File: src/rtl/smif_pkg.sv
package smif_pkg;

    localparam logic [3:0] SMIF_DEV_CODE = 4'b1010;

    typedef enum logic [3:0] {
        ST_IDLE,
        ST_CTRL,
        ST_WADDR,
        ST_WDATA,
        ST_ACK1,
        ST_ACK2,
        ST_RDATA,
        ST_RACK,
        ST_RNEXT,
        ST_WAIT
    } smif_state_e;

    typedef enum logic [1:0] {
        NX_WADDR,
        NX_WDATA,
        NX_READ
    } smif_next_e;

endpackage

File: src/rtl/smif_bus_cond.sv
module smif_bus_cond #(
    parameter int SYNC = 2
) (
    input  logic clk,
    input  logic rst_n,
    input  logic scl_i,
    input  logic sda_i,
    output logic scl_lvl_o,
    output logic sda_lvl_o,
    output logic start_o,
    output logic stop_o,
    output logic rise_o,
    output logic fall_o
);

    typedef struct packed {
        logic [SYNC-1:0] scl_sh;
        logic [SYNC-1:0] sda_sh;
        logic            scl_p;
        logic            sda_p;
    } cond_t;

    cond_t c_q, c_d;
    logic  scl_s, sda_s;

    assign scl_s = c_q.scl_sh[SYNC-1];
    assign sda_s = c_q.sda_sh[SYNC-1];

    always_comb begin
        c_d        = c_q;
        c_d.scl_sh = {c_q.scl_sh[SYNC-2:0], scl_i};
        c_d.sda_sh = {c_q.sda_sh[SYNC-2:0], sda_i};
        c_d.scl_p  = scl_s;
        c_d.sda_p  = sda_s;
    end

    always_ff @(posedge clk or negedge rst_n) begin
        if (!rst_n) c_q <= '1;
        else        c_q <= c_d;
    end

    assign scl_lvl_o = scl_s;
    assign sda_lvl_o = sda_s;
    assign start_o   = scl_s & c_q.scl_p & c_q.sda_p & ~sda_s;
    assign stop_o    = scl_s & c_q.scl_p & ~c_q.sda_p & sda_s;
    assign rise_o    = scl_s & ~c_q.scl_p;
    assign fall_o    = ~scl_s & c_q.scl_p;

endmodule

File: src/rtl/smif_slave.sv
module smif_slave
    import smif_pkg::*;
#(
    parameter int AW   = 8,
    parameter int HOLD = 2,
    parameter int SYNC = 2
) (
    input  logic          clk,
    input  logic          rst_n,
    input  logic          scl_i,
    input  logic          sda_i,
    output logic          sda_oe_o,
    input  logic          busy_i,
    output logic [AW-1:0] rd_addr_o,
    input  logic [7:0]    rd_data_i,
    output logic          wr_en_o,
    output logic [AW-1:0] wr_addr_o,
    output logic [7:0]    wr_data_o,
    output logic          commit_o
);

    localparam int HW = $clog2(HOLD + 1);

    typedef struct packed {
        smif_state_e   st;
        smif_next_e    nx;
        logic [2:0]    cnt;
        logic [7:0]    sh;
        logic [AW-1:0] ptr;
        logic          data_seen;
        logic          want;
        logic          oe;
        logic [HW-1:0] hcnt;
        logic          wr_en;
        logic [AW-1:0] wr_addr;
        logic [7:0]    wr_data;
        logic          commit;
    } regs_t;

    regs_t r_q, r_d;

    logic scl_lvl, sda_lvl, bus_start, bus_stop, scl_rise, scl_fall;
    logic [7:0] byte_in;

    smif_bus_cond #(.SYNC(SYNC)) u_cond (
        .clk       (clk),
        .rst_n     (rst_n),
        .scl_i     (scl_i),
        .sda_i     (sda_i),
        .scl_lvl_o (scl_lvl),
        .sda_lvl_o (sda_lvl),
        .start_o   (bus_start),
        .stop_o    (bus_stop),
        .rise_o    (scl_rise),
        .fall_o    (scl_fall)
    );

    assign byte_in = {r_q.sh[6:0], sda_lvl};

    always_comb begin
        r_d        = r_q;
        r_d.wr_en  = 1'b0;
        r_d.commit = 1'b0;

        // delayed update of the open-drain enable after a clock fall
        if (r_q.hcnt != '0) begin
            r_d.hcnt = r_q.hcnt - HW'(1);
            if (r_q.hcnt == HW'(1)) r_d.oe = r_q.want;
        end

        if (bus_stop) begin
            r_d.st        = ST_IDLE;
            r_d.want      = 1'b0;
            r_d.oe        = 1'b0;
            r_d.hcnt      = '0;
            r_d.commit    = r_q.data_seen;
            r_d.data_seen = 1'b0;
        end else if (bus_start) begin
            r_d.st        = ST_CTRL;
            r_d.cnt       = 3'd0;
            r_d.want      = 1'b0;
            r_d.oe        = 1'b0;
            r_d.hcnt      = '0;
            r_d.data_seen = 1'b0;
        end else begin
            case (r_q.st)
                ST_CTRL, ST_WADDR, ST_WDATA: begin
                    if (scl_rise) begin
                        r_d.sh  = byte_in;
                        r_d.cnt = r_q.cnt + 3'd1;
                        if (r_q.cnt == 3'd7) begin
                            if (busy_i) begin
                                r_d.st = ST_WAIT;
                            end else if (r_q.st == ST_CTRL) begin
                                if (byte_in[7:4] == SMIF_DEV_CODE) begin
                                    r_d.st = ST_ACK1;
                                    r_d.nx = byte_in[0] ? NX_READ : NX_WADDR;
                                end else begin
                                    r_d.st = ST_WAIT;
                                end
                            end else if (r_q.st == ST_WADDR) begin
                                r_d.ptr = byte_in[AW-1:0];
                                r_d.st  = ST_ACK1;
                                r_d.nx  = NX_WDATA;
                            end else begin
                                r_d.wr_en     = 1'b1;
                                r_d.wr_addr   = r_q.ptr;
                                r_d.wr_data   = byte_in;
                                r_d.ptr       = r_q.ptr + AW'(1);
                                r_d.data_seen = 1'b1;
                                r_d.st        = ST_ACK1;
                                r_d.nx        = NX_WDATA;
                            end
                        end
                    end
                end
                ST_ACK1: begin
                    if (scl_fall) begin
                        r_d.want = 1'b1;
                        r_d.hcnt = HW'(HOLD);
                        r_d.st   = ST_ACK2;
                    end
                end
                ST_ACK2: begin
                    if (scl_fall) begin
                        r_d.hcnt = HW'(HOLD);
                        r_d.cnt  = 3'd0;
                        if (r_q.nx == NX_READ) begin
                            r_d.sh   = rd_data_i;
                            r_d.want = ~rd_data_i[7];
                            r_d.st   = ST_RDATA;
                        end else begin
                            r_d.want = 1'b0;
                            r_d.st   = (r_q.nx == NX_WADDR) ? ST_WADDR : ST_WDATA;
                        end
                    end
                end
                ST_RDATA: begin
                    if (scl_fall) begin
                        r_d.hcnt = HW'(HOLD);
                        if (r_q.cnt == 3'd7) begin
                            r_d.want = 1'b0;
                            r_d.ptr  = r_q.ptr + AW'(1);
                            r_d.st   = ST_RACK;
                        end else begin
                            r_d.sh   = {r_q.sh[6:0], 1'b0};
                            r_d.want = ~r_q.sh[6];
                            r_d.cnt  = r_q.cnt + 3'd1;
                        end
                    end
                end
                ST_RACK: begin
                    if (scl_rise) r_d.st = sda_lvl ? ST_WAIT : ST_RNEXT;
                end
                ST_RNEXT: begin
                    if (scl_fall) begin
                        r_d.hcnt = HW'(HOLD);
                        r_d.cnt  = 3'd0;
                        r_d.sh   = rd_data_i;
                        r_d.want = ~rd_data_i[7];
                        r_d.st   = ST_RDATA;
                    end
                end
                default: ;
            endcase
        end
    end

    always_ff @(posedge clk or negedge rst_n) begin
        if (!rst_n) r_q <= '0;
        else        r_q <= r_d;
    end

    assign sda_oe_o  = r_q.oe;
    assign rd_addr_o = r_q.ptr;
    assign wr_en_o   = r_q.wr_en;
    assign wr_addr_o = r_q.wr_addr;
    assign wr_data_o = r_q.wr_data;
    assign commit_o  = r_q.commit;

    AST_IDLE_RELEASED: assert property (@(posedge clk) disable iff (!rst_n)
        (r_q.st == ST_IDLE) |-> !sda_oe_o);
    AST_ACK_NOT_BUSY: assert property (@(posedge clk) disable iff (!rst_n)
        (r_q.st == ST_ACK1 && $past(r_q.st) != ST_ACK1) |-> !$past(busy_i));
    AST_WRITE_STEP: assert property (@(posedge clk) disable iff (!rst_n)
        wr_en_o |-> (rd_addr_o == AW'(wr_addr_o + AW'(1))));
    AST_OE_WHILE_LOW: assert property (@(posedge clk) disable iff (!rst_n)
        $rose(sda_oe_o) |-> !scl_lvl);
    AST_COMMIT_IN_IDLE: assert property (@(posedge clk) disable iff (!rst_n)
        commit_o |-> (r_q.st == ST_IDLE && !wr_en_o));

endmodule

File: config.mk
export PLATFORM = sky130hd
export DESIGN_NAME = smif_slave
export DESIGN_NICKNAME = d
export VERILOG_FILES = /design/src/rtl/smif_pkg.sv /design/src/rtl/smif_bus_cond.sv /design/src/rtl/smif_slave.sv
export SDC_FILE = /design/constraint.sdc
export NUM_CORES = 1
export LEC_CHECK = 0
export ABC_AREA = 1
export BUFFER_PORTS_ARGS = -buffer_cell sky130_fd_sc_hd__buf_2
export CAP_MARGIN = 40
export CORE_MARGIN = 3
export CORE_UTILIZATION = 40
export CTS_CLUSTER_DIAMETER = 60
export DETAILED_ROUTE_END_ITERATION = 16
export HOLD_SLACK_MARGIN = 0.15
export PLACE_DENSITY = 0.62
export SLEW_MARGIN = 20
export SYNTH_ARGS = -nofsm -noshare
export SYNTH_HDL_FRONTEND = slang
export SYNTH_SLANG_ARGS = --single-unit
File: constraint.sdc
create_clock -name clk -period 1.6 [get_ports clk]
set_input_delay 0.16 -clock clk [delete_from_list [all_inputs] [get_ports clk]]
set_output_delay 0.16 -clock clk [all_outputs]
set_load 0.05 [all_outputs]
==> results of run 1 <==
==> layout by cell type (no fill, tap or decap), types with 2 or more instances in the layout <==
master / count
dfrtp_2: 4
clkbuf_8: 5
inv_1: 27
nor2_4: 7
nand2_2: 14
a21boi_0: 6
buf_4: 34
nand2_4: 3
dfrtp_1: 43
inv_2: 8
nor2_2: 11
nand4_1: 2
a21oi_1: 7
dlygate4sd3_1: 3
o21ai_2: 4
nand2_1: 108
o21ai_1: 15
buf_6: 6
dfstp_2: 6
nor2_1: 21
buf_2: 39
nand3_2: 8
nand3_1: 21
o21ai_0: 22
==> state kept, by name (all words and copies together), names as in the netlist <==
signal            count
u_cond.c_q            2
rd_addr_o             8
u_cond.scl_lvl_o      1
r_q                  13
wr_addr_o             8
wr_en_o               1
wr_data_o             8
commit_o              1
u_cond.sda_lvl_o      1
sda_oe_o              1
u_cond.c_d            2
byte_in               7
==> worst max-delay path: stages, from the launching register on <==
cell	delay (ns)
dfrtp_1	0.37
ha_2	0.20
ha_4	0.15
inv_2	0.04
buf_6	0.11
nor2_2	0.08
nand2_2	0.06
nor2_4	0.22
buf_6	0.14
nand3_2	0.05
o21ai_1	0.08
==> path summary, 6_finish.rpt <==
check | to | slack (ns) | cells past startpoint | from
setup reg to reg | rd_addr_o[2]$_DFFE_PN0P_ | 0.04 | 10 | r_q[40]$_DFFE_PN0P_
hold reg to reg | u_cond.sda_lvl_o$_DFF_PN1_ | 0.36 | 0 | u_cond.c_d[3]$_DFF_PN1_
hold / removal | r_q[21]$_DFFE_PN0P_ | 0.16 | 4 | rd_data_i[7]
max in group asynchronous | u_cond.c_q[0]$_DFF_PN1_ | 0.95 | 3 | rst_n
setup / recovery | rd_addr_o[2]$_DFFE_PN0P_ | 0.04 | 10 | r_q[40]$_DFFE_PN0P_
min in group asynchronous | wr_addr_o[1]$_DFFE_PN0P_ | 0.37 | 3 | rst_n
==> power by group <==
| part | internal [µW] | total (µW) | switching [µW] |
|---|---|---|---|
| Sequential | 1410 | 1490 | 80.3 |
| Combinational | 424 | 980 | 556 |
| Clock | 470 | 938 | 469 |
| Total | 2300 | 3410 | 1100 |
==> per-stage QoR <==
| stage | util, % | hold slack, ns | worst slack, ns | setup TNS, ns |
|---|---|---|---|---|
| 6_report | 53.7 | 0.158 | 0.0394 | 0 |
| 3_5_place_dp | 47.2 | 0.176 | -0.147 | -1.21 |
| 5_1_grt | 53.7 | 0.203 | -0.0579 | -0.514 |
| 2_1_floorplan | - | -0.136 | 0.000499 | 0 |
| 3_3_place_gp | 47.2 | 0.173 | -0.126 | -1.03 |
| 4_1_cts | 50.8 | 0.178 | -0.0110 | -0.0205 |
==> layer usage <==
layer / wire length, µm / up-vias / global-route usage (%)
li1: - / 1322 / -
met1: 3120 / 1225 / 20.9
met2: 3810 / 57 / 31.3
met3: 283 / 17 / 3.07
met4: 148 / 0 / 5.90
met5: 0 / - / 0
==> timing repair <==
item                                   in CTS  in global routing
cloned                                      1                  0
setup endpoints to repair                  19                 41
gates resized for setup                    14                 69
buffers inserted                            5                  3
endpoints found under the hold margin      55                  0
hold buffers                                3                  0
pin swaps                                   5                 15
==> area by class of cell <==
cell class / instances / area, µm²
fill: 697 / 3200
multi-input combinational: 261 / 1380
sequential: 53 / 1340
timing repair buffer: 85 / 611
tap: 96 / 120
clock buffer: 5 / 68.8
clock inverter: 3 / 43.8
inverter: 37 / 145
==> kinds of logic after synthesis <==
group	after synthesis	share of synthesized area, %
and+or+nand+nor	197	28.4
AOI/OAI and AO/OA	60	11.7
xor gates and xnor gates	1	0.302
adders and majority gates	3	1.30
DFF	53	46.0
buffers and inverters	67	12.3
==> flow_summary.json, run 1 <==
{
  "path_clk_slew_ns": 0.11,
  "synth.area.top_cells": "dfrtp_1 (41%), nand2_1 (16%), buf_4 (6.2%), dfstp_2 (5.4%), o21ai_0 (5.2%)",
  "grt_pass1_wl_um": 11700,
  "io_buffers": 39,
  "tightest_slew_ns": 0.267,
  "crit_path_end_kind": "flip-flop",
  "hold_viol_final": 0,
  "cap_violations": 0,
  "drc_errors": 0,
  "dr.pass1.iters": 4,
  "drv_slew": 0,
  "nets": 459,
  "slew-limit-headroom_pct": 82.0,
  "fin_crit_sh_pct": 97.5,
  "required_ns": 1.85,
  "yosys_warnings": 0,
  "area_delta_synth_final_pct": 28.0,
  "cts.sinks": 53,
  "cp.arrival_ns": 1.81,
  "postSynthAreaPerCell_um2": 7.61,
  "synth.most_common_cell": "nand2_1",
  "wl_per_cell_um": 13.6,
  "startpoint_type": "flip-flop",
  "final_layout_size_suffix_gt1_share_pct": 36.3,
  "grt_pass1_vias": 2558,
  "die_w_um": 91.1,
  "insertion_delay_ns": 0.32,
  "async_flop_share_pct": 100,
  "cts_tree": "built",
  "initial_core_util_pct": 42.0,
  "max_freq_ghz": 0.641,
  "antenna_found_initial": 0,
  "synth_edf_count": 0,
  "crit_fanout": 6,
  "min_period_ns": 1.56,
  "power_density_nw_per_um2": 919,
  "setup_viol": 0,
  "ys_types": 29,
  "power.total_uw": 3410,
  "power.leakage_uw": 0.00193,
  "ys_seq_elements": 53,
  "synth.top_cells.by_count": "nand2_1 (123), dfrtp_1 (47), inv_1 (36), nor2_1 (36), o21ai_0 (30)",
  "n_antenna_cell": 0,
  "min_path_type": "primary input to flip-flop",
  "hpwl_um": 5270,
  "drt-initial-drc-count": 146,
  "ys.flop_type": "dfrtp_1",
  "drt-total-wl_um": 7370,
  "rsz0062_at_grt": "true",
  "htreeDepth": 2,
  "pin_count": 40,
  "grt_use_total_pct": 17.4,
  "die_h_um": 91.1,
  "layoutNonFillerInstCount": 540,
  "grt_max_degree": 54,
  "die-area_um2": 8300,
  "cts_root_buf": "clkbuf_8",
  "clock_path_buffers": 2,
  "dp.cells": 520,
  "fin_area_um2": 3710,
  "ant_nets": 0,
  "vias": 2621,
  "synthCells": 381,
  "vias_per_cell": 4.85,
  "synth_top_area_cell": "dfrtp_1",
  "skew_ns": 0.0158,
  "place_area_um2": 3260,
  "overflow": 0,
  "outcome": "finished clean",
  "syn_nets": 397,
  "crit_type": "flip-flop to flip-flop",
  "gp_congestion": 0.913,
  "ir_drop_uv": 510,
  "ys_seq_area_share_pct": 46.0,
  "coreArea_um2": 6910,
  "syn-cell-area_um2": 2900,
  "numCtsBuffers": 5,
  "rows": 30,
  "synth_top_area_share_pct": 40.6
}
Power figures use the tool's default switching activity.
==> run 2: changes to the inputs <==
--- a/config.mk
+++ b/config.mk
@@ -8,12 +8,13 @@
 export ABC_AREA = 1
 export BUFFER_PORTS_ARGS = -buffer_cell sky130_fd_sc_hd__buf_2
 export CAP_MARGIN = 40
+export CORE_ASPECT_RATIO = 1.1
 export CORE_MARGIN = 3
-export CORE_UTILIZATION = 40
+export CORE_UTILIZATION = 52
 export CTS_CLUSTER_DIAMETER = 60
 export DETAILED_ROUTE_END_ITERATION = 16
 export HOLD_SLACK_MARGIN = 0.15
-export PLACE_DENSITY = 0.62
+export PLACE_DENSITY = 0.77
 export SLEW_MARGIN = 20
 export SYNTH_ARGS = -nofsm -noshare
 export SYNTH_HDL_FRONTEND = slang
==> run 2 against run 1 <==
Power decreased by 1.4%. The flow now finishes with violations (negative setup slack). Largest power group unchanged. Critical endpoint is now byte_in[2]$_DFFE_PN0P_. Cell area shrank 2.2%. Combinational power decreased by 2.9%. Largest cell class unchanged. Hold slack got worse by 0.0042 ns.
==> flow_summary.json, run 2 (synthesized netlist as in run 1, its figures left out) <==
{
  "dp.cells": 491,
  "skew_ns": 0.0130,
  "final_layout_size_suffix_gt1_share_pct": 33.9,
  "cts_root_buf": "clkbuf_8",
  "cp.depth": 9,
  "slew-limit-headroom_pct": 81.7,
  "r2r_end": "byte_in[2]$_DFFE_PN0P_",
  "ir_drop_uv": 447,
  "rsz0062_at_grt": "true",
  "insertion_delay_ns": 0.32,
  "initial_core_util_pct": 55.7,
  "crit_slowest_cell": "dfrtp_1",
  "power.total_uw": 3360,
  "crit_type": "flip-flop to flip-flop",
  "rr_worst_depth": 9,
  "whs_path_depth": 5,
  "drv_slew": 0,
  "fillers": 456,
  "die-area_um2": 6510,
  "reg2reg_setup_slack_ns": -0.05,
  "grt_use_total_pct": 22.0,
  "drt-initial-drc-count": 193,
  "outcome": "complete, but fails checks",
  "critPathMaxStageDelay_ns": 0.41,
  "largest-register": "r_q",
  "cpLargestDelayFamily": "simple AND/OR/NAND/NOR gates",
  "layout_common_cells": "nand2_1 (106), dfrtp_1 (43), buf_2 (39), inv_1 (29), buf_4 (28)",
  "gp_congestion": 0.939,
  "grt_pass1_vias": 2555,
  "violations": "negative setup slack",
  "vias": 2631,
  "tightest_slew_ns": 0.274,
  "die_w_um": 77.2,
  "io_buffers": 39,
  "numCtsBuffers": 5,
  "fin_area_um2": 3630,
  "overflow": 0,
  "setup_viol": 6,
  "n_antenna_cell": 0,
  "path_clk_slew_ns": 0.10,
  "antenna_found_initial": 0,
  "postLayoutSetupSlackWorst_ns": -0.0485,
  "ant_nets": 0,
  "layoutNonFillerInstCount": 508,
  "required_ns": 1.81,
  "reg2reg_from": "r_q[40]$_DFFE_PN0P_",
  "coreArea_um2": 5200,
  "max_freq_ghz": 0.607,
  "wl_per_cell_um": 14.1,
  "layout_commonest_cell": "nand2_1",
  "grt_pass1_wl_um": 11600,
  "hpwl_um": 5040,
  "largest_reg_flops": 13,
  "place_area_um2": 3190,
  "htreeDepth": 2,
  "worstHoldEndpoint": "byte_in[1]$_DFFE_PN0P_",
  "dr.pass1.iters": 4,
  "hold_viol_final": 0,
  "grt_max_degree": 54,
  "multiInputGateArea_um2": 1420,
  "power.leakage_uw": 0.00190,
  "crit_buf_inv": 1,
  "cap_violations": 0,
  "regArea_um2": 1340,
  "cts_tree": "built",
  "vias_per_cell": 5.18,
  "drt-total-wl_um": 7170,
  "cp.arrival_ns": 1.86,
  "rows": 27,
  "worstPathCellList": "ha_2 > ha_4 > nor2_4 > o21ai_2 > nor2_4 > buf_6 > nand3_4 > nand2_1 > o21ai_1",
  "crit_fanout": 7,
  "crit_path_end_kind": "flip-flop",
  "power_density_nw_per_um2": 926,
  "min_path_type": "primary input to flip-flop",
  "clock_path_buffers": 2,
  "die_h_um": 84.3,
  "fin_crit_sh_pct": 103,
  "pin_count": 40,
  "area_delta_synth_final_pct": 25.2,
  "min_period_ns": 1.65,
  "startpoint_type": "flip-flop",
  "drc_errors": 0,
  "cts.sinks": 53,
  "worstHoldStart": "rd_data_i[0]",
  "cp_common_cell": "nor2_4",
  "nets": 451
}
## run 2: cell count changes in the layout (fill, tap and decap cells not counted), moves of 3 or more
cell	delta
o21ai_0	+3
o21ai_1	-3
nor2_1	+3
nor2_2	-7
nor2_4	+4
buf_4	-6
nand3_2	-3
## run 2: repair_timing
action,in CTS,in global routing
hold buffers,3,0
buffers inserted,3,2
gates resized for setup,23,58
pin swaps,6,12
endpoints found under the setup margin,32,42
cloned,1,0
hold endpoints to repair,55,0
## run 2: worst max-delay path by stage
stage / start / end / slack [ns]
after detailed placement: r_q[39]$_DFFE_PN0P_ / byte_in[5]$_DFFE_PN0P_ / -0.19
after floorplan: r_q[39]$_DFFE_PN0P_ / wr_addr_o[0]$_DFFE_PN0P_ / 0.0005
final: r_q[40]$_DFFE_PN0P_ / byte_in[2]$_DFFE_PN0P_ / -0.05
after global placement: r_q[39]$_DFFE_PN0P_ / byte_in[4]$_DFFE_PN0P_ / -0.11
after CTS: r_q[39]$_DFFE_PN0P_ / byte_in[7]$_DFFE_PN0P_ / 0.0007
after global routing: r_q[39]$_DFFE_PN0P_ / byte_in[2]$_DFFE_PN0P_ / -0.11
## run 2: power breakdown
group	internal (µW)	switching, µW	total [µW]
Sequential	1410	80.6	1490
Combinational	357	595	952
Clock	468	449	917
## run 2: metrics by stage
| stage | utilization [%] | setup TNS, ns | hold slack [ns] | setup WS (ns) |
|---|---|---|---|---|
| global route | 69.7 | -1.43 | 0.203 | -0.106 |
| finish | 69.7 | -0.211 | 0.154 | -0.0485 |
| CTS | 66.0 | 0 | 0.155 | 0.000701 |
| global placement | 61.4 | -1.04 | 0.171 | -0.108 |
| detailed placement | 61.4 | -2.03 | 0.173 | -0.190 |
| floorplan | - | 0 | -0.136 | 0.000499 |
## run 2: final cells by class
| cell class | count | share of cell area [%] |
|---|---|---|
| Multi-Input combinational cell | 262 | 39.3 |
| Sequential cell | 53 | 36.9 |
| Timing Repair Buffer | 76 | 14.2 |
| Inverter | 37 | 3.97 |
| Tap cell | 72 | 2.48 |
| Clock buffer | 5 | 1.90 |
| Clock inverter | 3 | 1.28 |
## run 2: worst min-delay path, delay by kind of cell
kind                   cells  cell delay (ns)
AOI/OAI and AO/OA          1             0.06
buffers and inverters      1             0.08
and+or+nand+nor            3             0.14
## run 2: metal layers
| layer | routed length (µm) | GRT usage, % |
|---|---|---|
| met1 | 2940 | 27.3 |
| met5 | 0 | 0 |
| met2 | 3690 | 38.3 |
| met4 | 184 | 7.61 |
| met3 | 357 | 4.08 |
==> run 3: changes to the inputs <==
--- a/config.mk
+++ b/config.mk
@@ -5,7 +5,6 @@
 export SDC_FILE = /design/constraint.sdc
 export NUM_CORES = 1
 export LEC_CHECK = 0
-export ABC_AREA = 1
 export BUFFER_PORTS_ARGS = -buffer_cell sky130_fd_sc_hd__buf_2
 export CAP_MARGIN = 40
 export CORE_ASPECT_RATIO = 1.1
==> run 3 against run 2 <==
The flow still finishes with violations (negative setup slack). Global-route usage increased by 1.6 points. Non-clock buffer count increased by 41. Cell area is 9.9% higher. Core utilization increased by 6.9 points. Die area up 0.52%. Synthesized cell count decreased by 25%. Clock skew is 0.0056 ns lower. Sequential share of layout area down 3.4 points. Largest power group unchanged.
==> flow_summary.json, run 3 <==
{
  "outcome": "complete, but fails checks",
  "layout_common_cells": "buf_4 (66), dfrtp_1 (44), buf_2 (39), mux2_2 (19), nand2_1 (15)",
  "multiInputGateArea_um2": 1590,
  "fin_crit_sh_pct": 117,
  "cp.depth": 5,
  "power.leakage_uw": 0.00195,
  "synth.most_common_cell": "dfrtp_1",
  "cap_violations": 0,
  "tightest_slew_ns": 0.438,
  "grt_use_total_pct": 23.6,
  "critPathMaxStageDelay_ns": 0.55,
  "power_density_nw_per_um2": 708,
  "postSynthAreaPerCell_um2": 10.2,
  "drv_slew": 0,
  "crit_type": "flip-flop to flip-flop",
  "reg2reg_from": "u_cond.scl_lvl_o$_DFF_PN1_",
  "crit_fanout": 16,
  "vias_per_cell": 5.59,
  "dr.pass1.iters": 4,
  "min_path_type": "primary input to flip-flop",
  "io_buffers": 39,
  "synth_edf_count": 0,
  "syn_nets": 301,
  "ys_seq_elements": 53,
  "r2r_end": "wr_addr_o[2]$_DFFE_PN0P_",
  "crit_buf_inv": 1,
  "crit_path_end_kind": "flip-flop",
  "fillers": 394,
  "wl_per_cell_um": 16.9,
  "cpLargestDelayFamily": "simple AND/OR/NAND/NOR gates",
  "ys.flop_type": "dfrtp_1",
  "cts_tree": "built",
  "worstHoldEndpoint": "byte_in[1]$_DFFE_PN0P_",
  "ir_drop_uv": 651,
  "place_area_um2": 3500,
  "rows": 27,
  "regArea_um2": 1340,
  "ys_seq_area_share_pct": 45.8,
  "yosys_warnings": 0,
  "startpoint_type": "flip-flop",
  "ant_nets": 0,
  "final_util_pct": 76.6,
  "initial_core_util_pct": 56.0,
  "htreeDepth": 2,
  "coreArea_um2": 5200,
  "clock_path_buffers": 2,
  "die-area_um2": 6540,
  "largest-register": "r_q",
  "cp.arrival_ns": 2.07,
  "skew_ns": 0.00736,
  "setup_viol": 42,
  "grt_pass1_wl_um": 12400,
  "synth_top_area_cell": "dfrtp_1",
  "vias": 2486,
  "synth_top_area_share_pct": 40.4,
  "pin_count": 40,
  "hold_viol_final": 0,
  "synth.top_cells.by_count": "dfrtp_1 (47), buf_4 (25), mux2_2 (20)",
  "reg2reg_setup_slack_ns": -0.27,
  "cts.sinks": 53,
  "area_delta_synth_final_pct": 36.8,
  "whs_path_depth": 3,
  "postLayoutSetupSlackWorst_ns": -0.270,
  "insertion_delay_ns": 0.31,
  "fin_area_um2": 3990,
  "violations": "negative setup slack",
  "async_flop_share_pct": 100,
  "synthCells": 285,
  "nets": 388,
  "synth.area.top_cells": "dfrtp_1 (40%), mux2_2 (7.7%), buf_4 (6.4%), dfstp_2 (5.4%), o21ai_0 (3.1%)",
  "drt-total-wl_um": 7510,
  "slew-limit-headroom_pct": 70.4,
  "drt-initial-drc-count": 139,
  "path_clk_slew_ns": 0.09,
  "grt_max_degree": 54,
  "required_ns": 1.80,
  "final_layout_size_suffix_gt1_share_pct": 54.2,
  "crit_slowest_cell": "dfstp_2",
  "layout_commonest_cell": "buf_4",
  "gp_congestion": 0.964,
  "worstHoldStart": "rd_data_i[0]",
  "min_period_ns": 1.87,
  "grt_pass1_vias": 2610,
  "ys_types": 55,
  "cts_root_buf": "clkbuf_8",
  "rsz0062_at_grt": "true",
  "max_freq_ghz": 0.535,
  "hpwl_um": 5150,
  "die_h_um": 84.5,
  "rr_worst_depth": 5,
  "n_antenna_cell": 0,
  "die_w_um": 77.4,
  "syn-cell-area_um2": 2910,
  "overflow": 0,
  "drc_errors": 0,
  "critPathLaunch": "u_cond.scl_lvl_o$_DFF_PN1_",
  "antenna_found_initial": 0,
  "worstPathCellList": "and2b_2 > nand2_2 > or4_4 > buf_12 > mux2_2",
  "numCtsBuffers": 5,
  "largest_reg_flops": 13
}
[run 3: worst min-delay path, delay by kind of cell]
kind / cells / cell delay, ns
multiplexers: 1 / 0.12
buffers and inverters: 1 / 0.09
AO/OA/AOI/OAI: 1 / 0.05
[run 3: worst max-delay path by stage]
stage	endpoint	slack (ns)
4_1_cts	wr_addr_o[2]$_DFFE_PN0P_	-0.25
6_report	wr_addr_o[2]$_DFFE_PN0P_	-0.27
3_3_place_gp	byte_in[4]$_DFFE_PN0P_	-0.35
2_1_floorplan	wr_addr_o[0]$_DFFE_PN0P_	-0.25
5_1_grt	wr_addr_o[2]$_DFFE_PN0P_	-0.31
3_5_place_dp	r_q[40]$_DFFE_PN0P_	-0.38
[run 3: stage by stage]
step / setup TNS (ns) / worst slack [ns] / power [µW] / std cells / hold WS (ns)
CTS: -6.83 / -0.247 / 2800 / 446 / 0.157
detailed placement: -11.61 / -0.375 / 2010 / 420 / 0.174
floorplan: -5.00 / -0.249 / 1750 / 285 / -0.136
global route: -10.23 / -0.314 / 2960 / 445 / 0.156
finish: -7.47 / -0.270 / 2820 / 445 / 0.161
global placement: -10.48 / -0.353 / 2000 / 420 / 0.172
[run 3: cells by family after synthesis]
kind of cell | after synthesis | synth area share (%)
multiplexers | 26 | 9.79
XOR/XNOR | 2 | 0.601
buffers and inverters | 48 | 10.1
adder cells (fa/ha/maj) | 3 | 1.29
AO/OA/AOI/OAI | 73 | 17.7
flip-flops | 53 | 45.8
AND/OR/NAND/NOR | 80 | 14.7
[run 3: repair_timing]
item / CTS / global route
hold buffers: 3 / 0
pin swaps: 19 / 13
hold endpoints to repair: 55 / 0
buffers inserted: 16 / 0
endpoints found under the setup margin: 45 / 44
gates resized for setup: 45 / 20
gates cloned: 0 / 0
[run 3: report_power, final]
| group | switching, µW | total, µW | internal [µW] |
|---|---|---|---|
| sequential | 34.9 | 1420 | 1380 |
| combinational | 361 | 681 | 320 |
| clock | 420 | 724 | 304 |
| total | 816 | 2820 | 2010 |
[run 3: area by class of cell]
type                            instances  share of cell area [%]
Multi-Input combinational cell        184                    39.8
Sequential cell                        53                    33.6
Timing Repair Buffer                  117                    21.3
Tap cell                               72                    2.26
Clock buffer                            6                    1.82
Inverter                               11                    1.04
Clock inverter                          2                   0.251
[run 3: layer usage]
layer  vias up  track usage (%)  wire [µm]
met4         0             9.71        219
met5         -                0          0
met2        62             41.9       3900
met3        21             4.08        277
li1       1177                -          -
met1      1226             28.2       3110
